File: src/rtl/touch_pkg.sv
// Package: shared types and constants for the cache-touch prefetch issuer.
// Assumes 32-bit instruction words with big-endian field numbering, so
// bit 0 of the field description is bit 31 of the vector.
package touch_pkg;

    // Field positions inside the instruction word (vector numbering).
    localparam int PRI_HI = 31;
    localparam int PRI_LO = 26;
    localparam int RA_HI  = 20;
    localparam int RA_LO  = 16;
    localparam int XO_HI  = 10;
    localparam int XO_LO  = 1;

    localparam int PRI_W  = PRI_HI - PRI_LO + 1;
    localparam int RA_W   = RA_HI - RA_LO + 1;
    localparam int XO_W   = XO_HI - XO_LO + 1;

    // Kind of touch hint found by the decoder.
    typedef enum logic [1:0] {
        HINT_NONE  = 2'd0,
        HINT_READ  = 2'd1,
        HINT_STORE = 2'd2
    } hint_kind_e;

    // Decoded fields handed from decode to address generation.
    typedef struct packed {
        hint_kind_e        kind;
        logic              ra_is_zero;
    } hint_dec_t;

endpackage

File: src/rtl/touch_decode.sv
// Module: touch_decode
// Recognises the read-intent and store-intent cache-touch words from the
// primary and extended opcode fields. It ignores the destination field and
// the record bit. Purely combinational; assumes the word is stable while
// insn_vld is high.
module touch_decode
    import touch_pkg::*;
#(
    parameter int unsigned PRI_TOUCH = 31,
    parameter int unsigned XO_RD     = 278,
    parameter int unsigned XO_ST     = 246
) (
    input  logic        vld,
    input  logic [31:0] word,
    output hint_dec_t   dec
);

    logic [PRI_W-1:0] pri;
    logic [XO_W-1:0]  xo;
    logic [RA_W-1:0]  ra;

    // Slice the fields the decision depends on.
    always_comb begin
        pri = word[PRI_HI:PRI_LO];
        xo  = word[XO_HI:XO_LO];
        ra  = word[RA_HI:RA_LO];
    end

    // Classify the word; anything else is not a hint.
    always_comb begin
        dec.kind       = HINT_NONE;
        dec.ra_is_zero = (ra == '0);
        if (vld && pri == PRI_W'(PRI_TOUCH)) begin
            if (xo == XO_W'(XO_ST))
                dec.kind = HINT_STORE;
            else if (xo == XO_W'(XO_RD))
                dec.kind = HINT_READ;
        end
    end

    // a word whose primary field differs can never be a hint.
    always_comb begin
        a_r3_foreign_primary: assert (!(pri != PRI_W'(PRI_TOUCH) && dec.kind != HINT_NONE));
    end

endmodule

File: src/rtl/touch_ea.sv
// Module: touch_ea
// Forms the effective address from the base and index operands and clears
// the offset inside one cache line. A base register number of zero selects
// the constant zero. Combinational; LINE_BYTES must be a power of two.
module touch_ea #(
    parameter int unsigned ADDR_W     = 64,
    parameter int unsigned LINE_BYTES = 128
) (
    input  logic              base_zero,
    input  logic [ADDR_W-1:0] base_val,
    input  logic [ADDR_W-1:0] index_val,
    output logic [ADDR_W-1:0] line_addr
);

    localparam int unsigned OFFS_W = $clog2(LINE_BYTES);

    logic [ADDR_W-1:0] base_sel;
    logic [ADDR_W-1:0] sum;

    // Choose the base operand and add the index, wrapping at 2^ADDR_W.
    always_comb begin
        base_sel = base_zero ? '0 : base_val;
        sum      = base_sel + index_val;
    end

    // Drop the line offset bits, or pass through for one-byte lines.
    generate
        if (OFFS_W == 0) begin : g_no_offs
            assign line_addr = sum;
        end else begin : g_offs
            assign line_addr = {sum[ADDR_W-1:OFFS_W], {OFFS_W{1'b0}}};
        end
    endgenerate

endmodule

File: src/rtl/touch_req_slot.sv
// Module: touch_req_slot
// Single-entry request register for the prefetch channel. A new hint loads
// only when the slot is empty or its occupant is taken in the same cycle;
// otherwise the hint is dropped. Synchronous active-low reset.
module touch_req_slot #(
    parameter int unsigned ADDR_W = 64
) (
    input  logic              clk,
    input  logic              rst_n,
    input  logic              hint_ok,
    input  logic [ADDR_W-1:0] hint_addr,
    input  logic              hint_excl,
    input  logic              rdy,
    output logic              vld,
    output logic [ADDR_W-1:0] addr,
    output logic              excl
);

    logic free;
    logic load;

    // The slot can take a hint when empty or when emptied this cycle.
    always_comb begin
        free = !vld || rdy;
        load = hint_ok && free;
    end

    // Hold, replace or retire the pending request.
    always_ff @(posedge clk) begin
        if (!rst_n) begin
            vld  <= 1'b0;
            addr <= '0;
            excl <= 1'b0;
        end else if (load) begin
            vld  <= 1'b1;
            addr <= hint_addr;
            excl <= hint_excl;
        end else if (rdy) begin
            vld  <= 1'b0;
        end
    end

    // a request not taken stays unchanged.
    a_r7_hold_stable: assert property (@(posedge clk) disable iff (!rst_n)
        vld && !rdy |=> vld && $stable(addr) && $stable(excl));

    // a hint meeting a held, untaken request leaves it in place.
    a_r8_drop_when_busy: assert property (@(posedge clk) disable iff (!rst_n)
        vld && !rdy && hint_ok |=> vld && $stable(addr));

    // reset empties the slot.
    a_r10_reset_clears: assert property (@(posedge clk)
        !rst_n |=> !vld);

endmodule

File: src/rtl/touch_prefetch_issuer.sv
// Module: touch_prefetch_issuer
// Top of the cache-touch prefetch issuer: decode, address forming, fault
// filtering and the single-entry request slot. Assumes translation results
// arrive in the same cycle as the instruction. Faults drop the hint silently.
module touch_prefetch_issuer
    import touch_pkg::*;
#(
    parameter int unsigned ADDR_W     = 64,
    parameter int unsigned LINE_BYTES = 128,
    parameter int unsigned PRI_TOUCH  = 31,
    parameter int unsigned XO_RD      = 278,
    parameter int unsigned XO_ST      = 246
) (
    input  logic              clk,
    input  logic              rst_n,
    input  logic              insn_vld,
    input  logic [31:0]       insn_word,
    input  logic [ADDR_W-1:0] opnd_a,
    input  logic [ADDR_W-1:0] opnd_b,
    input  logic              xlate_unmapped,
    input  logic              xlate_protect,
    input  logic              pf_rdy,
    output logic              pf_vld,
    output logic [ADDR_W-1:0] pf_addr,
    output logic              pf_excl
);

    localparam int unsigned OFFS_W = $clog2(LINE_BYTES);

    hint_dec_t         dec;
    logic [ADDR_W-1:0] line_addr;
    logic              fault;
    logic              hint_ok;
    logic              hint_excl;

    touch_decode #(
        .PRI_TOUCH (PRI_TOUCH),
        .XO_RD     (XO_RD),
        .XO_ST     (XO_ST)
    ) dec_i (
        .vld  (insn_vld),
        .word (insn_word),
        .dec  (dec)
    );

    touch_ea #(
        .ADDR_W     (ADDR_W),
        .LINE_BYTES (LINE_BYTES)
    ) ea_i (
        .base_zero (dec.ra_is_zero),
        .base_val  (opnd_a),
        .index_val (opnd_b),
        .line_addr (line_addr)
    );

    // Filter faulting hints and pick the fill state from the intent.
    always_comb begin
        fault     = xlate_unmapped || xlate_protect;
        hint_ok   = (dec.kind != HINT_NONE) && !fault;
        hint_excl = (dec.kind == HINT_STORE);
    end

    touch_req_slot #(
        .ADDR_W (ADDR_W)
    ) slot_i (
        .clk       (clk),
        .rst_n     (rst_n),
        .hint_ok   (hint_ok),
        .hint_addr (line_addr),
        .hint_excl (hint_excl),
        .rdy       (pf_rdy),
        .vld       (pf_vld),
        .addr      (pf_addr),
        .excl      (pf_excl)
    );

    // every request is line aligned.
    generate
        if (OFFS_W > 0) begin : g_align_chk
            a_r5_line_aligned: assert property (@(posedge clk) disable iff (!rst_n)
                pf_vld |-> pf_addr[OFFS_W-1:0] == '0);
        end
    endgenerate

    // a faulting instruction into a free slot leaves it empty.
    a_r6_fault_dropped: assert property (@(posedge clk) disable iff (!rst_n)
        (xlate_unmapped || xlate_protect) && (!pf_vld || pf_rdy) |=> !pf_vld);

    // no instruction and a free slot means no request next cycle.
    a_r11_idle_quiet: assert property (@(posedge clk) disable iff (!rst_n)
        !insn_vld && (!pf_vld || pf_rdy) |=> !pf_vld);

    // a store hint accepted into a free slot asks for exclusive state.
    a_r1_store_excl: assert property (@(posedge clk) disable iff (!rst_n)
        insn_vld && insn_word[31:26] == 6'd31 && insn_word[10:1] == 10'd246
        && !xlate_unmapped && !xlate_protect && (!pf_vld || pf_rdy)
        |=> pf_vld && pf_excl);

endmodule

File: config.mk
export PLATFORM = sky130hd
export DESIGN_NAME = touch_prefetch_issuer
export DESIGN_NICKNAME = d
export VERILOG_FILES = /design/src/rtl/touch_pkg.sv /design/src/rtl/touch_decode.sv /design/src/rtl/touch_ea.sv /design/src/rtl/touch_req_slot.sv /design/src/rtl/touch_prefetch_issuer.sv
export SDC_FILE = /design/constraint.sdc
export NUM_CORES = 1
export LEC_CHECK = 0
export BUFFER_PORTS_ARGS = -buffer_cell sky130_fd_sc_hd__buf_2
export CORE_MARGIN = 2
export CORE_UTILIZATION = 40
export DETAILED_ROUTE_END_ITERATION = 6
export PLACE_DENSITY_LB_ADDON = 0.12
export SYNTH_ARGS = -nofsm -noshare
export SYNTH_HDL_FRONTEND = slang
export SYNTH_SLANG_ARGS = --single-unit
export TNS_END_PERCENT = 30
File: constraint.sdc
create_clock -name clk -period 10.2 [get_ports clk]
set_input_delay 1.02 -clock clk [delete_from_list [all_inputs] [get_ports clk]]
set_output_delay 1.02 -clock clk [all_outputs]
set_load 0.05 [all_outputs]
* Yosys cells after proc, flatten, opt, wreduce, memory -nomap -nowiden
Index checks and enable logic that the tools add are counted.
Storage, ports and cells: bits in registers 59, logic and storage cells 24, input port bits 166
Cells by class: eq/ne operators 4, reductions and logical operators 10, muxes and demuxes 6, add/subtract/negate cells 1
Operator list (count):
- $add A64 B64 Y64 | 1
- $mux W64 | 1
- $eq A10 B8 Y1 const B | 1
- $eq A10 B9 Y1 const B | 1
- $eq A6 B5 Y1 const B | 1
- $logic_not A5 Y1 | 1
- $mux W2 | 2
- $reduce_bool A2 Y1 | 2
- $logic_and A1 B1 Y1 | 3
- $mux W1 | 3
- $eq A2 B2 Y1 const B | 1
- $logic_not A1 Y1 | 2
- $logic_or A1 B1 Y1 | 2

* Logic depth before layout (Yosys ltp)
Gate-level depths: netlist (run 1).
word-level depth 8, gate-level depth with buffers 18, mapped depth without buffers 14

* Hierarchy
From an unflattened synthesis (run 1), not the netlist that was laid out.
Unflattened totals: cells, all modules 888, area total of the unflattened synthesis 6759.0 um^2
Modules (own cells, without submodules):
- touch_ea | area an instance 3958.8 um^2, cells an instance 588, times used 1, seq. area each 0.0 um^2
- touch_req_slot | area an instance 2695.1 um^2, cells an instance 286, times used 1, seq. area each 1321.3 um^2
- touch_decode | area an instance 85.1 um^2, cells an instance 11, times used 1, seq. area each 0.0 um^2
- touch_prefetch_issuer | area an instance 20.0 um^2, cells an instance 3, times used 1, seq. area each 0.0 um^2

* Worst setup path after synthesis (run 1)
No wires, ideal clock.
kind input to register, start point input port insn_word[18], end point register slot_i.addr[53], slack 5.888 ns, arrival time 4.239 ns, library setup time 0.073 ns, stages 17, data required time 10.127 ns, cells stage by stage nor4_4 and2_1 clkbuf_1 clkbuf_1 nor2b_1 ha_1 clkbuf_1 a21o_1 a21o_1 a21oi_1 o21ai_1 and2_1 nor3_2 o21ai_2 a21o_1 or3_1 o211ai_2
Between the ends: word-level cells in the longest chain between the ends 3
Ends and longest elaborated chain:
- start, declared | RTL line touch_prefetch_issuer.sv:17 | input logic [31:0] insn_word,
- $logic_not A5 Y1 | RTL line touch_decode.sv:32 | dec.ra_is_zero = (ra == '0);
- $mux W64 | RTL line touch_ea.sv:22 | base_sel = base_zero ? '0 : base_val;
- $add A64 B64 Y64 | RTL line touch_ea.sv:23 | sum = base_sel + index_val;
- end signal, assigned | RTL line touch_req_slot.sv:36 | addr <= hint_addr;
- end, declared | RTL line touch_req_slot.sv:15 | output logic [ADDR_W-1:0] addr,
No other way between the ends. A chain may end at the register's enable or synchronous reset.

* Worst setup path after layout (run 1)
start point input port insn_word[18], end point register slot_i.addr[61]
Same word-level chain as after synthesis.

==> results of run 1 <==
[metrics by stage]
step                power, mW  util (%)  std cells
finish                 0.8877     49.52       1278
global route           0.9414     49.52       1278
CTS                    0.8946     49.52       1278
detailed placement     0.5455     47.44       1262
global placement       0.5455     47.44       1262
floorplan              0.4631         -        897
[power by group]
group | internal (mW) | switching [mW]
registers | 0.230 | 0.000000637
logic | 0.130 | 0.183
clock network | 0.226 | 0.118
total | 0.587 | 0.301
[worst max-delay path, stage by stage]
cell and delay, ns:
buf_2 0.11, nor4_4 0.31, and2_2 0.18, buf_4 0.50
nor2b_1 0.11, ha_1 0.39, a21o_1 0.19, a21o_1 0.16
a221oi_1 0.51, a21oi_1 0.19, o21ai_1 0.22, a21oi_1 0.13
nor2_1 0.54, o311ai_1 0.23, nand4b_1 0.14, o221ai_1 0.11
[cell usage in the layout (no fill, tap or decap), types with 5 or more instances in the layout]
cell type | Yosys | final
o21ai_1 | 27 | 27
nand4b_1 | 5 | 5
or3_1 | 5 | 5
nand4_1 | 25 | 25
xor2_1 | 20 | 20
nor3_1 | 13 | 13
inv_1 | 16 | 16
nand2_1 | 118 | 118
conb_1 | 1 | 7
ha_1 | 62 | 62
nand3_1 | 39 | 39
dfxtp_1 | 59 | 59
nor2_1 | 43 | 43
and2_1 | 9 | 8
a21oi_1 | 104 | 104
a21o_1 | 41 | 41
a31oi_1 | 14 | 14
o211ai_1 | 6 | 6
clkbuf_16 | 0 | 9
o21a_1 | 6 | 6
nor2b_1 | 70 | 69
nand2b_1 | 8 | 7
o21bai_1 | 20 | 20
buf_2 | 9 | 213
a41oi_1 | 6 | 6
xnor2_1 | 25 | 25
o21ai_0 | 17 | 17
[cell families after synthesis]
family | after synthesis | share of synthesized area [%]
mux | 1 | 0.1577
buf+inv | 84 | 5.560
flops | 59 | 18.61
simple gates | 357 | 28.71
compound gates | 282 | 28.47
other cells | 1 | 0.05909
xor+xnor | 45 | 6.211
fa+ha+maj | 62 | 12.22
[layer usage]
layer	track usage, %	up-vias
met4	6.072	0
met3	2.583	12
met1	32.07	3173
met2	38.19	221
li1	-	3525
met5	0	-
[state kept, by name, summed over array words and instances, names as in the netlist]
register / count
slot_i.excl: 1
slot_i.vld: 1
slot_i.addr: 57
[area by class of cell]
cell class / instances / area (um2)
fillers: 1641 / 7931
multi-input cells: 754 / 4846
flip-flops and latches: 59 / 1181
repair buffers: 217 / 1096
well taps: 216 / 270.3
clock buffers: 11 / 252.7
clock inverters: 5 / 75.07
inverters: 16 / 60.06
[worst max-delay path by stage]
stage | slack [ns] | start | endpoint | cells past startpoint
2_1_floorplan | 5.89 | insn_word[18] | slot_i.addr[53] | 17
3_3_place_gp | 4.98 | insn_word[18] | slot_i.addr[61] | 16
3_5_place_dp | 4.92 | insn_word[18] | slot_i.addr[61] | 16
4_1_cts | 5.27 | insn_word[18] | slot_i.addr[61] | 16
5_1_grt | 4.95 | insn_word[18] | slot_i.addr[48] | 16
6_report | 5.33 | insn_word[18] | slot_i.addr[61] | 16
==> results_dict.tcl, run 1 <==
set metrics [dict create \
    clk_latency_ns 0.34 \
    start_util_pct 40.39 \
    grt_pass1_vias 6267 \
    reg2regPathDepth 6 \
    yosys.area.top_type "dfxtp_1" \
    highest_layer "met4" \
    die-area_mm2 0.01689 \
    ir_worst_vdd_uv 84.65 \
    r2r_start "slot_i.vld" \
    drv_cap 0 \
    ys_seq_area_share_pct 18.61 \
    wl_met3_um 1039 \
    synth_area_leaders "dfxtp_1 19%, ha_1 12%, a21oi_1 8.2%, nand2_1 7.0%, nor2b_1 6.9%" \
    synth-edff-count 0 \
    relSlewSlack_pct 32.17 \
    cp-end-kind "register" \
    worst_pin_slew_ns 1.014 \
    cts_tree "done" \
    power_density_mw_per_mm2 114.1 \
    finalSetupViolCount 0 \
    port-buffer-count 213 \
    hp-class "reg -> reg" \
    root_buffer "clkbuf_16" \
    drt_iter0_drc 467 \
    vias 6931 \
    htreeDepth 3 \
    place_congestion 0.9062 \
    drc 0 \
    via_per_inst 5.423 \
    cp_data_required_time_ns 10.39 \
    cts_sinks 59 \
    path_max_fanout 63 \
    finalNetCount 1285 \
    clk_path_buf_depth 2 \
    yosys.area.top_type_share_pct 18.61 \
    grt_max_degree 64 \
    wl_um 19940 \
    wl_met2_um 9083 \
    drt.antenna.violating_nets 0 \
    fp.dieW_um 130.0 \
    path_class "in -> reg" \
    io_pins 232 \
    clk_pin_slew_worst_paths_ns 0.06 \
    max_freq_mhz 205.5 \
    area_delta_synth_final_pct 22.61 \
    track_usage_pct 23.10 \
    yosysWarnings 0 \
    postCtsResizedCells 0 \
    worst_ep_arrival_time_ns 5.06 \
    grt.overflow.total 0 \
    min_delay_path_depth 2 \
    outcome "complete, no violations" \
    syn_inst 891 \
    fin_area_mm2 0.007781 \
    cts_buffers 9 \
    rsz0062_at_grt "false" \
    hold_viol_final 0 \
    holdWs_ns 0.4414 \
    dpl_cell_area_mm2 0.007453 \
    die_h_um 130.0 \
    rrSetupSlack_ns 7.97 \
    synth-seq-cells 59 \
    ys_top_cells_by_count "118 x nand2_1, 104 x a21oi_1, 70 x nor2b_1, 62 x ha_1, 59 x dfxtp_1" \
    r2r-end "slot_i.addr[57]" \
    synth.distinct_cells 67 \
    fin_tns_setup_ns 0 \
    layout-drive-gt1-share_pct 23.16 \
    dpl.hpwl_um 15620 \
    p_leak_nw 3.609 \
    wl_met1_um 9602 \
    grt_pass1_wl_um 31100 \
    ys.flop_type "dfxtp_1" \
    wl_per_cell_um 15.60 \
    place_ws_ns 4.923 \
    coreArea_mm2 0.01571 \
    finClkSkew_ns 0.002815 \
    antenna_cells 0 \
    drt_pass1_iterations 5 \
    antenna_found_initial 0 \
    yosysMostFrequentCell "nand2_1" \
    hp-start "slot_i.addr[49]" \
    rows 46 \
    critPathLaunchType "primary input" \
    fin_crit_sh_pct 47.71 \
    min_period_ns 4.866 \
    synth-async-reset-ratio_pct 0 \
    hold_end "slot_i.addr[49]" \
    worst_slack_ns 5.334 \
    synth_area_mm2 0.006346 \
    cts_setup_buffers 0 \
    synth.avg_cell_area_um2 7.122 \
    maxSlewViolCount 0 \
    hold_buffers 0 \
]
No activity file was read; power rests on OpenSTA's default activity.
==> run 2, diff against run 1 <==
==> constraint.sdc (replaced) <==
create_clock -name clk -period 4.06 [get_ports clk]
set_input_delay 0.406 -clock clk [delete_from_list [all_inputs] [get_ports clk]]
set_output_delay 0.406 -clock clk [all_outputs]
set_load 0.05 [all_outputs]
==> results_dict.tcl, run 2 (synthesized netlist as in run 1, its figures left out) <==
set metrics [dict create \
    ir_worst_vdd_uv 196.4 \
    vias 7119 \
    clk_path_buf_depth 2 \
    die-area_mm2 0.01689 \
    htreeDepth 3 \
    power.total_mw 2.224 \
    top_regs "slot_i.addr x57, slot_i.excl x1, slot_i.vld x1" \
    fin_crit_sh_pct 92.38 \
    relSlewSlack_pct 34.73 \
    worst_ep_arrival_time_ns 3.97 \
    multiInputGateArea_mm2 0.004846 \
    largest_reg_flops 57 \
    wl_um 20780 \
    area_delta_synth_final_pct 28.94 \
    regMostFlops "slot_i.addr" \
    path_max_fanout 14 \
    cts_setup_buffers 0 \
    cp_cell_sequence "buf_2 > nor4_4 > and2_2 > nor2b_1 > ha_1 > nand4_1 > nor3_1 > o211ai_1 > nand4_1 > a31oi_1 > buf_4 > o2111ai_1 > nor2b_1 > nand2_1 > a22o_1 > o21a_1" \
    hold_buffers 0 \
    seq_area_mm2 0.001181 \
    critPathLaunchType "primary input" \
    grt_pass1_wl_um 32260 \
    drt_pass1_iterations 5 \
    fin_area_mm2 0.008183 \
    power_frac_comb_pct 39.2 \
    antenna_found_initial 0 \
    drc 0 \
    p_sw_uw 765.9 \
    via_per_inst 5.333 \
    layout-drive-gt1-share_pct 26.72 \
    drv_cap 0 \
    finalNetCount 1342 \
    clk_pin_slew_worst_paths_ns 0.05 \
    io_pins 232 \
    cts_sinks 59 \
    cp-end-kind "register" \
    outcome "complete, no violations" \
    postCtsResizedCells 0 \
    min_period_ns 3.751 \
    p_seq_share_pct 26.0 \
    holdWs_ns 0.3965 \
    wl_per_cell_um 15.56 \
    grt_max_degree 38 \
    layout_commonest_cell "buf_2" \
    finClkSkew_ns 0.003968 \
    grt.overflow.total 0 \
    max_freq_mhz 266.6 \
    maxSlewViolCount 0 \
    rows 46 \
    fillers 1625 \
    path_class "in -> reg" \
    crit_path_top_delay_cell "and2_2" \
    drt.antenna.violating_nets 0 \
    track_usage_pct 24.09 \
    final_cell_mix "213 x buf_2, 118 x nand2_1, 104 x a21oi_1" \
    port-buffer-count 213 \
    root_buffer "clkbuf_16" \
    fin_tns_setup_ns 0 \
    finalSetupViolCount 0 \
    antenna_cells 0 \
    switching_share_pct 34.44 \
    cts_tree "done" \
    p_leak_nw 3.860 \
    dpl.hpwl_um 16720 \
    cts_buffers 9 \
    cp_data_required_time_ns 4.28 \
    rsz0062_at_grt "false" \
    max_stage_delay_ns 0.39 \
    grt_pass1_vias 6526 \
    coreArea_mm2 0.01571 \
    fp.dieW_um 130.0 \
    intPower_mw 1.458 \
    start_util_pct 40.39 \
    power_density_mw_per_mm2 271.8 \
    place_congestion 0.9498 \
    clk_latency_ns 0.33 \
    pwr-share-clk_pct 34.8 \
    drt_iter0_drc 435 \
    dpl_cell_area_mm2 0.007894 \
    die_h_um 130.0 \
    worst_pin_slew_ns 0.9754 \
    hp-class "in -> reg" \
    hold_viol_final 0 \
]
==> run 2: cell types whose count changed in the layout (fill, tap and decap cells not counted), sizes merged <==
cell    before  now
clkinv       3    1
bufinv       2    1
clkbuf      11   14
buf        217  274
==> run 2: layer usage <==
metal	part of all wire, %	GRT usage (%)	wire (um)	vias to the layer above
met4	1.2	6.009	246	0
met1	49	33.32	10110	3214
li1	-	-	-	3648
met2	45	40.44	9374	239
met5	0	0	0	-
met3	5.0	2.296	1048	18
==> run 2: final timing paths <==
path / slack [ns] / startpoint / end / cells after the start
setup / recovery: 0.31 / insn_word[18] / slot_i.addr[63] / 16
hold / removal: 0.40 / pf_rdy / slot_i.vld / 4
setup reg to reg: 2.23 / slot_i.vld / slot_i.addr[56] / 5
hold reg to reg: 0.44 / slot_i.addr[48] / slot_i.addr[48] / 2
==> run 2: critical path: cells and delay by family <==
family          cells  cell delay [ns]
fa+ha+maj           1             0.37
compound gates      5             1.02
simple gates        8             1.89
buf+inv             2             0.28
==> run 2: through the flow <==
stage / utilization, % / setup slack [ns] / cells
after detailed placement: 50.24 / 0.02850 / 1319
after global placement: 50.24 / 0.07248 / 1319
after floorplan: - / 0.3617 / 897
after global routing: 52.08 / 0.006933 / 1335
final: 52.08 / 0.3093 / 1335
after CTS: 52.08 / 0.3637 / 1335
==> run 2: area by class of cell <==
cell class                 count  share of cell area [%]
clock buffer                  14                   3.104
clock inverter                 2                  0.4281
inverter                      16                  0.7339
multi-input combinational    754                   59.22
sequential                    59                   14.43
tap                          216                   3.303
timing repair buffer         274                   18.78
==> run 2: power groups by stage <==
stage | Sequential, mW | Clock [mW] | Combinational (mW)
CTS | 0.579 | 0.789 | 0.865
finish | 0.579 | 0.774 | 0.871
global placement | 0.592 | 0 | 0.861
detailed placement | 0.592 | 0 | 0.859
global route | 0.579 | 0.811 | 0.963
floorplan | 0.592 | 0 | 0.572
